[src/rtl/i2s_pkg.sv]
// Shared definitions for the I2S slave transceiver.
package i2s_pkg;
    // Bits carried per channel word.
    localparam int unsigned I2S_SAMPLE_W = 24;

    // Channel named by the channel-select level.
    typedef enum logic {
        CH_LEFT  = 1'b0,
        CH_RIGHT = 1'b1
    } chan_e;
endpackage

[src/rtl/i2s_in_sync.sv]
// Multi-flop synchroniser for a bundle of asynchronous single-bit inputs.
// Assumes each bit is independent, or slow enough relative to clk that a
// one-cycle skew between bits does no harm.
module i2s_in_sync #(
    parameter int W      = 3,
    parameter int STAGES = 2
) (
    input  logic         clk,
    input  logic         rst_n,
    input  logic [W-1:0] d_async,
    output logic [W-1:0] d_sync
);
    generate
        for (genvar g = 0; g < W; g++) begin : g_bit
            logic [STAGES-1:0] chain;
            // Shift the raw input through the flop chain.
            always_ff @(posedge clk) begin
                if (!rst_n) chain <= '0;
                else        chain <= {chain[STAGES-2:0], d_async[g]};
            end
            assign d_sync[g] = chain[STAGES-1];
        end
    endgenerate
endmodule

[src/rtl/i2s_frame_track.sv]
// Finds bit-clock edges in the synchronised bit clock and flags the rising
// edge at which the channel select is first seen at a new level.
// Assumes the bit clock is at least a few system cycles per half period.
module i2s_frame_track
    import i2s_pkg::*;
(
    input  logic  clk,
    input  logic  rst_n,
    input  logic  bclk_s,
    input  logic  lrsel_s,
    output logic  bclk_rise,
    output logic  bclk_fall,
    output logic  word_start,
    output chan_e word_chan
);
    logic bclk_d;
    logic lr_prev;
    logic seen;

    // Remember the last bit-clock level and the select seen at rising edges.
    always_ff @(posedge clk) begin
        if (!rst_n) begin
            bclk_d  <= 1'b0;
            lr_prev <= 1'b0;
            seen    <= 1'b0;
        end else begin
            bclk_d <= bclk_s;
            if (bclk_rise) begin
                lr_prev <= lrsel_s;
                seen    <= 1'b1;
            end
        end
    end

    assign bclk_rise  = bclk_s & ~bclk_d;
    assign bclk_fall  = ~bclk_s & bclk_d;
    assign word_start = bclk_rise & seen & (lrsel_s != lr_prev);
    assign word_chan  = chan_e'(lrsel_s);
endmodule

[src/rtl/i2s_rx_deser.sv]
// Receive deserialiser: takes one bit per bit-clock rising edge, counts 24
// bits after each word start, and publishes left/right pairs.
// Assumes word_start and bit_rise come from the same edge detector.
module i2s_rx_deser
    import i2s_pkg::*;
#(
    parameter int DATA_W = I2S_SAMPLE_W
) (
    input  logic              clk,
    input  logic              rst_n,
    input  logic              bit_rise,
    input  logic              word_start,
    input  chan_e             word_chan,
    input  logic              sd_bit,
    output logic [DATA_W-1:0] rx_left,
    output logic [DATA_W-1:0] rx_right,
    output logic              rx_valid
);
    localparam int CW = $clog2(DATA_W + 1);
    localparam logic [CW-1:0] FULL = CW'(DATA_W);

    logic [DATA_W-1:0] shreg;
    logic [DATA_W-1:0] word_now;
    logic [DATA_W-1:0] left_buf;
    logic [CW-1:0]     cnt;
    chan_e             cur_chan;
    logic              left_ok;

    assign word_now = {shreg[DATA_W-2:0], sd_bit};

    // Shift bits in, close words at bit 24, pair left with right.
    always_ff @(posedge clk) begin
        if (!rst_n) begin
            shreg    <= '0;
            left_buf <= '0;
            cnt      <= FULL;
            cur_chan <= CH_LEFT;
            left_ok  <= 1'b0;
            rx_left  <= '0;
            rx_right <= '0;
            rx_valid <= 1'b0;
        end else begin
            rx_valid <= 1'b0;
            if (bit_rise && cnt < FULL) begin
                shreg <= word_now;
                cnt   <= cnt + 1'b1;
                if (cnt == FULL - 1'b1) begin
                    if (cur_chan == CH_LEFT) begin
                        left_buf <= word_now;
                        left_ok  <= 1'b1;
                    end else if (left_ok) begin
                        rx_left  <= left_buf;
                        rx_right <= word_now;
                        rx_valid <= 1'b1;
                        left_ok  <= 1'b0;
                    end
                end
            end
            if (word_start) begin
                cnt      <= '0;
                cur_chan <= word_chan;
                if (word_chan == CH_LEFT) left_ok <= 1'b0;
            end
        end
    end

    // the pair strobe never lasts two cycles.
    a_r4_valid_pulse: assert property (@(posedge clk) disable iff (!rst_n)
        rx_valid |=> !rx_valid);
    // outputs move only together with the strobe.
    a_r4_hold: assert property (@(posedge clk) disable iff (!rst_n)
        !rx_valid |=> $stable({rx_left, rx_right}) || rx_valid);
endmodule

[src/rtl/i2s_tx_ser.sv]
// Transmit serialiser: loads a word at each word start (taking a new pair at
// left starts) and shifts one bit out per bit-clock falling edge, then zeros.
// Assumes a word start never coincides with a falling edge.
module i2s_tx_ser
    import i2s_pkg::*;
#(
    parameter int DATA_W = I2S_SAMPLE_W
) (
    input  logic              clk,
    input  logic              rst_n,
    input  logic              bit_fall,
    input  logic              word_start,
    input  chan_e             word_chan,
    input  logic [DATA_W-1:0] tx_left,
    input  logic [DATA_W-1:0] tx_right,
    output logic              tx_ready,
    output logic              sd_out
);
    localparam int CW = $clog2(DATA_W + 1);
    localparam logic [CW-1:0] FULL = CW'(DATA_W);

    logic [DATA_W-1:0] shreg;
    logic [DATA_W-1:0] right_hold;
    logic [CW-1:0]     cnt;

    // Load words at word starts; drive one bit per falling edge.
    always_ff @(posedge clk) begin
        if (!rst_n) begin
            shreg      <= '0;
            right_hold <= '0;
            cnt        <= FULL;
            tx_ready   <= 1'b0;
            sd_out     <= 1'b0;
        end else begin
            tx_ready <= 1'b0;
            if (word_start) begin
                cnt <= '0;
                if (word_chan == CH_LEFT) begin
                    shreg      <= tx_left;
                    right_hold <= tx_right;
                    tx_ready   <= 1'b1;
                end else begin
                    shreg <= right_hold;
                end
            end else if (bit_fall) begin
                if (cnt < FULL) begin
                    sd_out <= shreg[DATA_W-1];
                    shreg  <= {shreg[DATA_W-2:0], 1'b0};
                    cnt    <= cnt + 1'b1;
                end else begin
                    sd_out <= 1'b0;
                end
            end
        end
    end

    // the serial output moves only after a detected falling edge.
    a_r6_dac_on_fall: assert property (@(posedge clk) disable iff (!rst_n)
        !$stable(sd_out) |-> $past(bit_fall));
    // past the last bit the line is driven low.
    a_r7_zero_tail: assert property (@(posedge clk) disable iff (!rst_n)
        (bit_fall && !word_start && cnt == FULL) |=> !sd_out);
    // the take strobe is a single cycle.
    a_r8_ready_pulse: assert property (@(posedge clk) disable iff (!rst_n)
        tx_ready |=> !tx_ready);
endmodule

[src/rtl/i2s_slave_xcvr.sv]
// Full-duplex I2S slave: synchronises the codec-driven bit clock, channel
// select and ADC line, tracks frames, and runs the receive and transmit
// paths. Assumes the codec is the clock master and the system clock is
// several times faster than the bit clock.
module i2s_slave_xcvr
    import i2s_pkg::*;
#(
    parameter int DATA_W      = I2S_SAMPLE_W,
    parameter int SYNC_STAGES = 2
) (
    input  logic              clk,
    input  logic              rst_n,
    input  logic              codec_bclk,
    input  logic              codec_lrsel,
    input  logic              codec_adc,
    output logic              codec_dac,
    input  logic [DATA_W-1:0] tx_left,
    input  logic [DATA_W-1:0] tx_right,
    output logic              tx_ready,
    output logic [DATA_W-1:0] rx_left,
    output logic [DATA_W-1:0] rx_right,
    output logic              rx_valid
);
    logic [2:0] pins_s;
    logic       bclk_rise;
    logic       bclk_fall;
    logic       word_start;
    chan_e      word_chan;

    i2s_in_sync #(.W(3), .STAGES(SYNC_STAGES)) u_sync (
        .clk     (clk),
        .rst_n   (rst_n),
        .d_async ({codec_adc, codec_lrsel, codec_bclk}),
        .d_sync  (pins_s)
    );

    i2s_frame_track u_frame (
        .clk        (clk),
        .rst_n      (rst_n),
        .bclk_s     (pins_s[0]),
        .lrsel_s    (pins_s[1]),
        .bclk_rise  (bclk_rise),
        .bclk_fall  (bclk_fall),
        .word_start (word_start),
        .word_chan  (word_chan)
    );

    i2s_rx_deser #(.DATA_W(DATA_W)) u_rx (
        .clk        (clk),
        .rst_n      (rst_n),
        .bit_rise   (bclk_rise),
        .word_start (word_start),
        .word_chan  (word_chan),
        .sd_bit     (pins_s[2]),
        .rx_left    (rx_left),
        .rx_right   (rx_right),
        .rx_valid   (rx_valid)
    );

    i2s_tx_ser #(.DATA_W(DATA_W)) u_tx (
        .clk        (clk),
        .rst_n      (rst_n),
        .bit_fall   (bclk_fall),
        .word_start (word_start),
        .word_chan  (word_chan),
        .tx_left    (tx_left),
        .tx_right   (tx_right),
        .tx_ready   (tx_ready),
        .sd_out     (codec_dac)
    );
endmodule

[config.mk]
export PLATFORM = sky130hd
export DESIGN_NAME = i2s_slave_xcvr
export DESIGN_NICKNAME = d
export VERILOG_FILES = /design/src/rtl/i2s_pkg.sv /design/src/rtl/i2s_in_sync.sv /design/src/rtl/i2s_frame_track.sv /design/src/rtl/i2s_rx_deser.sv /design/src/rtl/i2s_tx_ser.sv /design/src/rtl/i2s_slave_xcvr.sv
export SDC_FILE = /design/constraint.sdc
export NUM_CORES = 1
export LEC_CHECK = 0
export BUFFER_PORTS_ARGS = -buffer_cell sky130_fd_sc_hd__buf_2
export CAP_MARGIN = 20
export CORE_MARGIN = 2
export CORE_UTILIZATION = 56
export DETAILED_ROUTE_END_ITERATION = 6
export GPL_TIMING_DRIVEN = 0
export PLACE_DENSITY_LB_ADDON = 0.15
export SLEW_MARGIN = 25
export SYNTH_ARGS = -nofsm -noshare
export SYNTH_HDL_FRONTEND = slang
export SYNTH_HIERARCHICAL = 1
export SYNTH_SLANG_ARGS = --single-unit
[constraint.sdc]
create_clock -name clk -period 2.37 [get_ports clk]
set_input_delay 0.237 -clock clk [delete_from_list [all_inputs] [get_ports clk]]
set_output_delay 0.237 -clock clk [all_outputs]
set_load 0.1 [all_outputs]
### Yosys cells after proc, flatten, opt, wreduce, memory -nomap -nowiden

Index checks and enable logic that the tools add are counted.

| word-level totals | value |
|---|---|
| output and inout port bits | 51 |
| register bits after elaboration | 167 |
| bits of input ports | 53 |
| word-level logic and storage cells | 67 |

| operators by class | value |
|---|---|
| bitwise gates (word level) | 10 |
| reduce and logical (&&, ||, !) cells | 13 |
| $lt $le $gt $ge | 2 |
| muxes and demuxes | 17 |
| eq/ne operators | 2 |
| add/sub/neg operators | 2 |

Operator list:

| operator | number |
|---|---|
| two-way mux 24 bit | 4 |
| two-way mux 5 bit | 5 |
| adder 5 x 1 -> 5 bit (second input constant) | 2 |
| < comparator 5 bit (second input constant) | 2 |
| AND reduction 2 bit | 5 |
| two-way mux 1 bit | 8 |
| AND reduction 4 bit | 2 |
| inverter 1 bit | 6 |
| nonzero test 2 bit | 3 |
| equality test 5 bit (second input constant) | 1 |
| bitwise AND 1 bit | 4 |
| AND reduction 3 bit | 1 |
| OR reduction 2 bit | 1 |
| logical AND 1 bit | 1 |
| != test 1 bit | 1 |

### Logic depth before layout (Yosys ltp)

Gate-level depths: netlist of the first run.

| depth | value |
|---|---|
| depth after elaboration | 6 |
| depth in mapped cells | 9 |
| mapped depth without buffers | 5 |

### By module

The synthesis of the first run kept the hierarchy.

Modules (own cells, without submodules):

| module | area an instance (um2) | times used | sequential area each (um2) | cells each |
|---|---|---|---|---|
| i2s_rx_deser | 3821.2 | 1 | 2062.0 | 398 |
| i2s_tx_ser | 2595.0 | 1 | 1101.1 | 293 |
| i2s_in_sync | 180.2 | 1 | 120.1 | 15 |
| i2s_frame_track | 137.6 | 1 | 60.1 | 13 |

### Worst setup path after synthesis of the first run

No wires, ideal clock.

| path | value |
|---|---|
| kind | register to register |
| start | register u_sync.g_bit[0].chain[1] |
| end | register u_tx.shreg[14] |
| slack | 0.722 ns |
| buffers on the path | 4 |
| library setup time | 0.116 ns |
| stages on the path, launching flop included | 9 |
| period minus slack after synthesis | 1.648 ns |
| arrival | 1.532 ns |
| required time | 2.254 ns |
| cell sequence | dfxtp_1 > buf_4 > nor2b_4 > and3_1 > buf_4 > buf_2 > buf_2 > nand2_1 > and3_1 |

| between the ends | value |
|---|---|
| word-level cells in the longest chain between the ends | 5 |
| elaborated cells between the ends (all ways) | 9 |
| those cells by class | 1 x mux; 5 x bitwise; 3 x reduce/logical |

Ends and longest elaborated chain:

| item | line | text |
|---|---|---|
| start, declared | i2s_in_sync.sv:15 | `logic [STAGES-1:0] chain;` |
| start signal, assigned | i2s_in_sync.sv:19 | `else chain <= {chain[STAGES-2:0], d_async[g]};` |
| bitwise AND 1 bit * | i2s_frame_track.sv:35 | `assign bclk_rise = bclk_s & ~bclk_d;` |
| via bclk_rise | i2s_slave_xcvr.sv:25 | `logic bclk_rise;` |
| bitwise AND 1 bit * (2 in a row) | i2s_frame_track.sv:37 | `assign word_start = bclk_rise & seen & (lrsel_s != lr_prev);` |
| via word_start | i2s_slave_xcvr.sv:27 | `logic word_start;` |
| nonzero test 2 bit (no line) | - |  |
| AND reduction 2 bit (no line) | - |  |
| end signal, assigned | i2s_tx_ser.sv:39 | `shreg <= tx_left;` |
| end signal, assigned | i2s_tx_ser.sv:43 | `shreg <= right_hold;` |
| end signal, assigned | i2s_tx_ser.sv:48 | `shreg <= {shreg[DATA_W-2:0], 1'b0};` |
| end, declared | i2s_tx_ser.sv:22 | `logic [DATA_W-1:0] shreg;` |

The timed path passes the listed nets; every way through them passes the cells marked *.
A chain may end at the register's enable or synchronous reset.

### Worst setup path after layout of the first run

| path | value |
|---|---|
| start | register u_sync.g_bit[0].chain[1] |
| end | register u_tx.right_hold[12] |

| between the ends | value |
|---|---|
| word-level cells in the longest chain between the ends | 4 |

Ends and longest elaborated chain:

| item | line | text |
|---|---|---|
| bitwise AND 1 bit | i2s_frame_track.sv:35 |  |
| via bclk_rise | i2s_slave_xcvr.sv:25 |  |
| bitwise AND 1 bit (2 in a row) | i2s_frame_track.sv:37 |  |
| via word_start | i2s_slave_xcvr.sv:27 |  |
| AND reduction 2 bit (no line) | - |  |
| end signal, assigned | i2s_tx_ser.sv:40 | `right_hold <= tx_right;` |
| end, declared | i2s_tx_ser.sv:23 | `logic [DATA_W-1:0] right_hold;` |

The timed path passes the listed nets, and every way through them passes these cells.

==> metrics.md, run 1 <==
| Metric | Value |
|---|---|
| Pwr Density | `~730 nW/um^2` |
| Antenna violations before repair | `1` |
| Sequential fraction of the synthesis area | `between 40 and 50%` |
| Setup TNS | `0 ns` |
| # clock sinks | `167` |
| Share of cells above drive strength 1 | `20.3%` |
| Status | `complete, no violations` |
| CTS tree | `built` |
| Fillers | `959` |
| YS warnings | `6` |
| Initial Util | `a little under three fifths` |
| Max Fclk | `between 0.5 and 0.6 GHz` |
| Post-DP HPWL | `between 9 and 10 mm` |
| Fin Hold WS | `0.0136 ns` |
| Req. time, crit path | `between 2 and 3 ns` |
| Unrepaired setup endpoints after global routing | `no` |
| Final ANT Viol Nets | `0` |
| Slew Viols, Final | `0` |
| Number of global-route vias before repair | `4,995` |
| Rows | `40` |
| Worst vdd ir | `roughly 0.55 mV` |
| Final wirelength | `between 10 and 15 mm` |
| Reg2reg setup slack | `0.44 ns` |
| WL per Instance | `around 13 um` |
| Post-route clock period utilization | `81.6%` |
| Num CTS Buffers | `17` |
| Fin. Hold Viols | `0` |
| TritonRoute pass-1 iters | `4` |
| CP top delay family | `simple AND/OR/NAND/NOR gates` |
| Synth-to-layout area growth | `19.9%` |
| Vias per cell | `5.10` |
| Synth cell types | `39` |
| Fin nets | `896` |
| Total die area | `about 13,000 um^2` |
| Worst hold path type | `in -> reg` |
| CP arrival | `around 2.3 ns` |
| Relative slew slack | `around two thirds` |
| Max H-tree Level | `4` |
| Post-Syn Instances | `719` |
| Critical path capture point type | `flop` |
| Iteration-0 DRC Markers | `between 150 and 200` |
| Core area | `around 12,000 um^2` |
| Antenna fix cells | `0` |
| Setup violators final | `0` |
| Slowest stage delay, CP | `0.31 ns` |
| Startpoint Class | `flop` |
| Bufs and invs on worst path | `4` |
| First-pass GRT wire length | `between 20 and 25 mm` |
| Die Wd | `~110 um` |
| Largest net degree at the start of global routing | `20` |
| Postcts setup bufs | `0` |
| Syn_nets | `approximately 770` |
| Crit-path most repeated cell | `buf_4` |
| Clk pin slew, worst setup/hold paths | `~0.06 ns` |
| # DRC | `0` |
| Lkg Pwr | `0.00329 uW` |
| Slowest-stage cell, CP | `dfxtp_1` |
| # port buffers | `approximately 100` |
| Total track usage | `between 20% and 30%` |
| Max-cap violations | `0` |
| Grt total ovfl | `0` |
| Crit path kind | `reg -> reg` |
| Gpl congestion | `roughly 0.76` |
| Most frequent cells in the layout | `nand2_1, dfxtp_1, mux2i_1` |
| Vias | `just over 5k` |
| Hold buffer count at CTS | `0` |
| I/O Pins | `~100` |
| CP max FO | `10` |
| Mean Syn Cell Area | `approximately 9.4 um^2` |
| Final Skew | `just under 0.008 ns` |
| Crit path time final | `1.93 ns` |
| Commonest non-fill, non-tap cell in the layout | `nand2_1` |
| Clk_lat worst skew | `approximately 0.42 ns` |
| CP cell instances | `buf_4, nor2b_4, and3_1, buf_4, nor2b_1, buf_4, buf_2, nand2_1, a21boi_1` |
| Resize count post-CTS | `0` |
| Longest Clk Path Bufs | `2` |
| Register bit total from synthesis | `between 150 and 200` |
| Die height | `roughly 110 um` |
| Root buffer cell | `clkbuf_16` |
| Least-Margin Pin Slew | `~0.50 ns` |
| Mapped cell area | `~6700 um^2` |
[cell type report]
cell class                 instances  area [um^2]  share of cell area (%)
sequential                       167         3340                    41.4
multi-input combinational        493         3050                    37.7
timing repair buffer             103          515                    6.38
clock buffer                      21          470                    5.83
buffer                            54          324                    4.01
tap                              147          184                    2.28
clock inverter                    11          171                    2.12
inverter                           5         18.8                   0.232
[logic make-up after synthesis]
kind of cell | share of synthesized area [%]
simple gates | 18.3
flops | 49.6
mux | 18.3
compound gates | 7.88
buf+inv | 5.09
xor+xnor | 0.390
fa+ha+maj | 0.372
[synthesized netlist by cell type (all sizes together)]
master,number,area share [%]
buf,32,3.6
nor2,27,1.5
xor2,1,0.13
o21a,1,0.11
dfxtp,167,50
a21boi,51,5.9
and2b,1,0.13
o311a,1,0.15
or3,2,0.19
and2,10,0.95
ha,2,0.37
nor2b,3,0.39
a21bo,1,0.15
nand4b,1,0.13
clkbuf,22,1.2
mux2,1,0.17
a211oi,1,0.11
o21ai,9,0.67
a41oi,2,0.26
nand2b,6,0.56
nand4,2,0.19
nand3,2,0.15
a21oi,4,0.30
a31o,1,0.13
nand2,217,12
mux2i,122,18
inv,5,0.28
and3,22,2.0
o22ai,1,0.093
xnor2,2,0.26
[routing by layer]
| layer | GRT usage (%) | up-vias | routed length (um) |
|---|---|---|---|
| met3 | 4.78 | 18 | 615 |
| met5 | 0 | - | 7 |
| met4 | 8.54 | 2 | 198 |
| met2 | 37.6 | 119 | 6590 |
| li1 | - | 2619 | - |
| met1 | 26.5 | 2346 | 6080 |
[per-stage QoR]
| stage | cells | utilization, % | worst slack, ns | total power [uW] | cell area, um^2 |
|---|---|---|---|---|---|
| floorplan | 719 | - | 0.722 | 2970 | 6730 |
| finish | 1001 | 68.1 | 0.435 | 5920 | 8080 |
| global placement | 969 | 62.7 | 0.472 | 3040 | 7430 |
| detailed placement | 969 | 62.7 | 0.374 | 3050 | 7430 |
| global route | 1001 | 68.1 | 0.240 | 6100 | 8080 |
| CTS | 1001 | 68.1 | 0.403 | 5960 | 8080 |
[state kept, by name, indices dropped and copies added, names as in the netlist]
name	cells
u_rx/rx_right	24
u_rx/left_ok	1
u_tx/shreg	24
u_rx/left_buf	24
u_sync/g_bit.chain	6
u_rx/cnt	5
u_rx/shreg	23
u_tx/sd_out	1
u_rx/rx_left	24
u_frame/seen	1
u_rx/cur_chan	1
u_tx/tx_ready	1
u_tx/right_hold	24
u_frame/lr_prev	1
u_frame/bclk_d	1
u_tx/cnt	5
u_rx/rx_valid	1
[worst paths after layout]
| kind | from | cells past startpoint | end |
|---|---|---|---|
| hold / removal | codec_bclk | 2 | u_sync/g_bit[0].chain[0] |
| setup / recovery | u_sync/g_bit[0].chain[1] | 9 | u_tx/right_hold[12] |
| hold reg to reg | u_sync/g_bit[2].chain[0] | 1 | u_sync/g_bit[2].chain[1] |
| setup reg to reg | u_sync/g_bit[0].chain[1] | 9 | u_tx/right_hold[12] |
[power breakdown]
part	internal [uW]	switching, uW	leakage, uW
Sequential	2810	2.68	0.00135
Combinational	77.2	89.2	0.00163
Clock	1850	1080	0.000309
[worst register-to-register path, stage by stage (launching register included)]
cell,delay (ns)
dfxtp_1,0.31
buf_4,0.10
nor2b_4,0.22
and3_1,0.28
buf_4,0.19
nor2b_1,0.17
buf_4,0.16
buf_2,0.21
nand2_1,0.09
a21boi_1,0.14
No activity file was read; power rests on OpenSTA's default activity.
==> inputs of run 2 (changes only) <==
--- a/config.mk
+++ b/config.mk
@@ -8,7 +8,7 @@
 export BUFFER_PORTS_ARGS = -buffer_cell sky130_fd_sc_hd__buf_2
 export CAP_MARGIN = 20
 export CORE_MARGIN = 2
-export CORE_UTILIZATION = 56
+export CORE_UTILIZATION = 51
 export DETAILED_ROUTE_END_ITERATION = 6
 export GPL_TIMING_DRIVEN = 0
 export PLACE_DENSITY_LB_ADDON = 0.15
==> constraint.sdc (replaced) <==
create_clock -name clk -period 1.6 [get_ports clk]
set_input_delay 0.16 -clock clk [delete_from_list [all_inputs] [get_ports clk]]
set_output_delay 0.16 -clock clk [all_outputs]
set_load 0.1 [all_outputs]
==> metrics.md, run 2 (same netlist as run 1, synthesis figures left out) <==
| Metric | Value |
|---|---|
| Status | `complete, but fails checks` |
| Failing checks | `setup timing` |
| Root buffer cell | `clkbuf_16` |
| Startpoint Class | `flop` |
| WL per Instance | `around 14 um` |
| Clock Power Share | `47.0%` |
| CTS tree | `built` |
| I/O Pins | `about 100` |
| Post-route insts no fill | `~1.1k` |
| Total track usage | `21.0%` |
| Initial Util | `a little over half` |
| Antenna fix cells | `0` |
| Tot Pwr | `8470 uW` |
| # port buffers | `just over 100` |
| Slew Viols, Final | `0` |
| Pwr Density | `roughly 1000 nW/um^2` |
| # DRC | `0` |
| Unrepaired setup endpoints after global routing | `yes` |
| Final wirelength | `~15 mm` |
| Crit path time final | `1.63 ns` |
| Longest Clk Path Bufs | `2` |
| Core area | `between 10,000 and 15,000 um^2` |
| Switch Pwr | `between 1500 and 2000 uW` |
| Least-Margin Pin Slew | `0.485 ns` |
| Post-route clock period utilization | `102%` |
| Clk_lat worst skew | `between 0.4 and 0.5 ns` |
| Max H-tree Level | `4` |
| Vias per cell | `5.05` |
| Synth-to-layout area growth | `29.6%` |
| CP max FO | `6` |
| Setup violators final | `15` |
| Crit path kind | `reg -> reg` |
| Combinational power share | `3.8%` |
| Num CTS Buffers | `17` |
| Die height | `119 um` |
| Lkg Pwr | `between 0.003 and 0.004 uW` |
| Fin nets | `940` |
| Antenna violations before repair | `0` |
| Fin worst setup slack | `-0.0303 ns` |
| Gpl congestion | `between 0.7 and 0.8` |
| Grt total ovfl | `0` |
| Total die area | `roughly 14,000 um^2` |
| Post-DP HPWL | `10.1 mm` |
| Max-cap violations | `0` |
| Worst vdd ir | `around 0.76 mV` |
| Clk pin slew, worst setup/hold paths | `about 0.070 ns` |
| Relative slew slack | `between 60 and 70%` |
| Fillers | `a little under 1k` |
| Largest net degree at the start of global routing | `20` |
| Placed cell count | `roughly 990` |
| Final Skew | `0.0105 ns` |
| Die Wd | `between 100 and 150 um` |
| Sequential Power Share | `49.3%` |
| Internal Power | `6630 uW` |
| Commonest non-fill, non-tap cell in the layout | `nand2_1` |
| Critical path capture point type | `flop` |
| Vias | `approximately 5.4k` |
| Setup TNS | `-0.282 ns` |
| First-pass GRT wire length | `approximately 24 mm` |
| TritonRoute pass-1 iters | `5` |
| Area occupied by multi-input gates | `between 3000 and 4000 um^2` |
| # clock sinks | `~170` |
| Most frequent cells in the layout | `nand2_1, dfxtp_1, mux2i_1` |
| Rows | `roughly 40` |
| Switching share of power | `around 22%` |
| FF/Latch Area | `3350 um^2` |
| Req. time, crit path | `1.92 ns` |
| Fin Hold WS | `between 0.09 and 0.1 ns` |
| Fin. Hold Viols | `0` |
| CP arrival | `a little under 2 ns` |
| Share of cells above drive strength 1 | `approximately a quarter` |
| Iteration-0 DRC Markers | `between 200 and 300` |
| Post-place setup slack | `-0.387 ns` |
| Number of global-route vias before repair | `between 5k and 6k` |
| Max Fclk | `0.613 GHz` |
| Final ANT Viol Nets | `0` |
| Worst hold path type | `in -> reg` |
## run 2: final timing paths
| kind | end | cells past startpoint | slack [ns] | from |
|---|---|---|---|---|
| max reg2reg | u_rx/left_buf[18] | 6 | -0.03 | u_sync/g_bit[0].chain[1] |
| min reg2reg | u_sync/g_bit[0].chain[1] | 1 | 0.43 | u_sync/g_bit[0].chain[0] |
| min | u_tx/shreg[5] | 4 | 0.09 | tx_left[5] |
| max | u_rx/left_buf[18] | 6 | -0.03 | u_sync/g_bit[0].chain[1] |
## run 2: metal layers
layer	part of all wire (%)	up-vias	track usage (%)
li1	-	2708	-
met1	44	2555	24.3
met2	51	128	37.3
met3	4.1	17	5.94
met4	1.1	0	6.55
met5	0	-	0
## run 2: final cells by class
cell class / instances / share of cell area [%]
multi-input combinational: 494 / 35.9
clock buffer: 21 / 5.39
timing repair buffer: 148 / 11.5
buffer: 52 / 4.83
inverter: 5 / 0.215
tap: 172 / 2.47
clock inverter: 11 / 1.29
sequential: 167 / 38.3
## run 2: critical path, cell delays in order (launching register included)
cell,delay [ns]
dfxtp_2,0.33
nor2b_4,0.23
nand3_4,0.12
or3_4,0.40
buf_6,0.16
clkbuf_16,0.16
mux2i_1,0.11
## run 2: repair_timing
| item | 4_1_cts | 5_1_grt |
|---|---|---|
| setup endpoints to repair | 143 | 126 |
| pin swaps | 3 | 4 |
| setup buffers | 6 | 6 |
| hold buffers | 27 | 0 |
| gates resized for setup | 23 | 36 |
| endpoints found under the hold margin | 27 | 0 |
| cloned | 0 | 7 |
## run 2: power groups by stage
stage	sequential (uW)	combinational, uW	clock [uW]
2_1_floorplan	4260	139	0
3_3_place_gp	4270	248	0
3_5_place_dp	4270	251	0
4_1_cts	4170	307	4040
5_1_grt	4170	347	4240
6_report	4170	319	3980
## run 2: per-stage QoR
stage | instance area (um^2) | utilization, %
final | 8720 | 68.3
after detailed placement | 7470 | 58.5
after global routing | 8720 | 68.3
after floorplan | 6740 | -
after CTS | 8430 | 66.0
after global placement | 7470 | 58.5
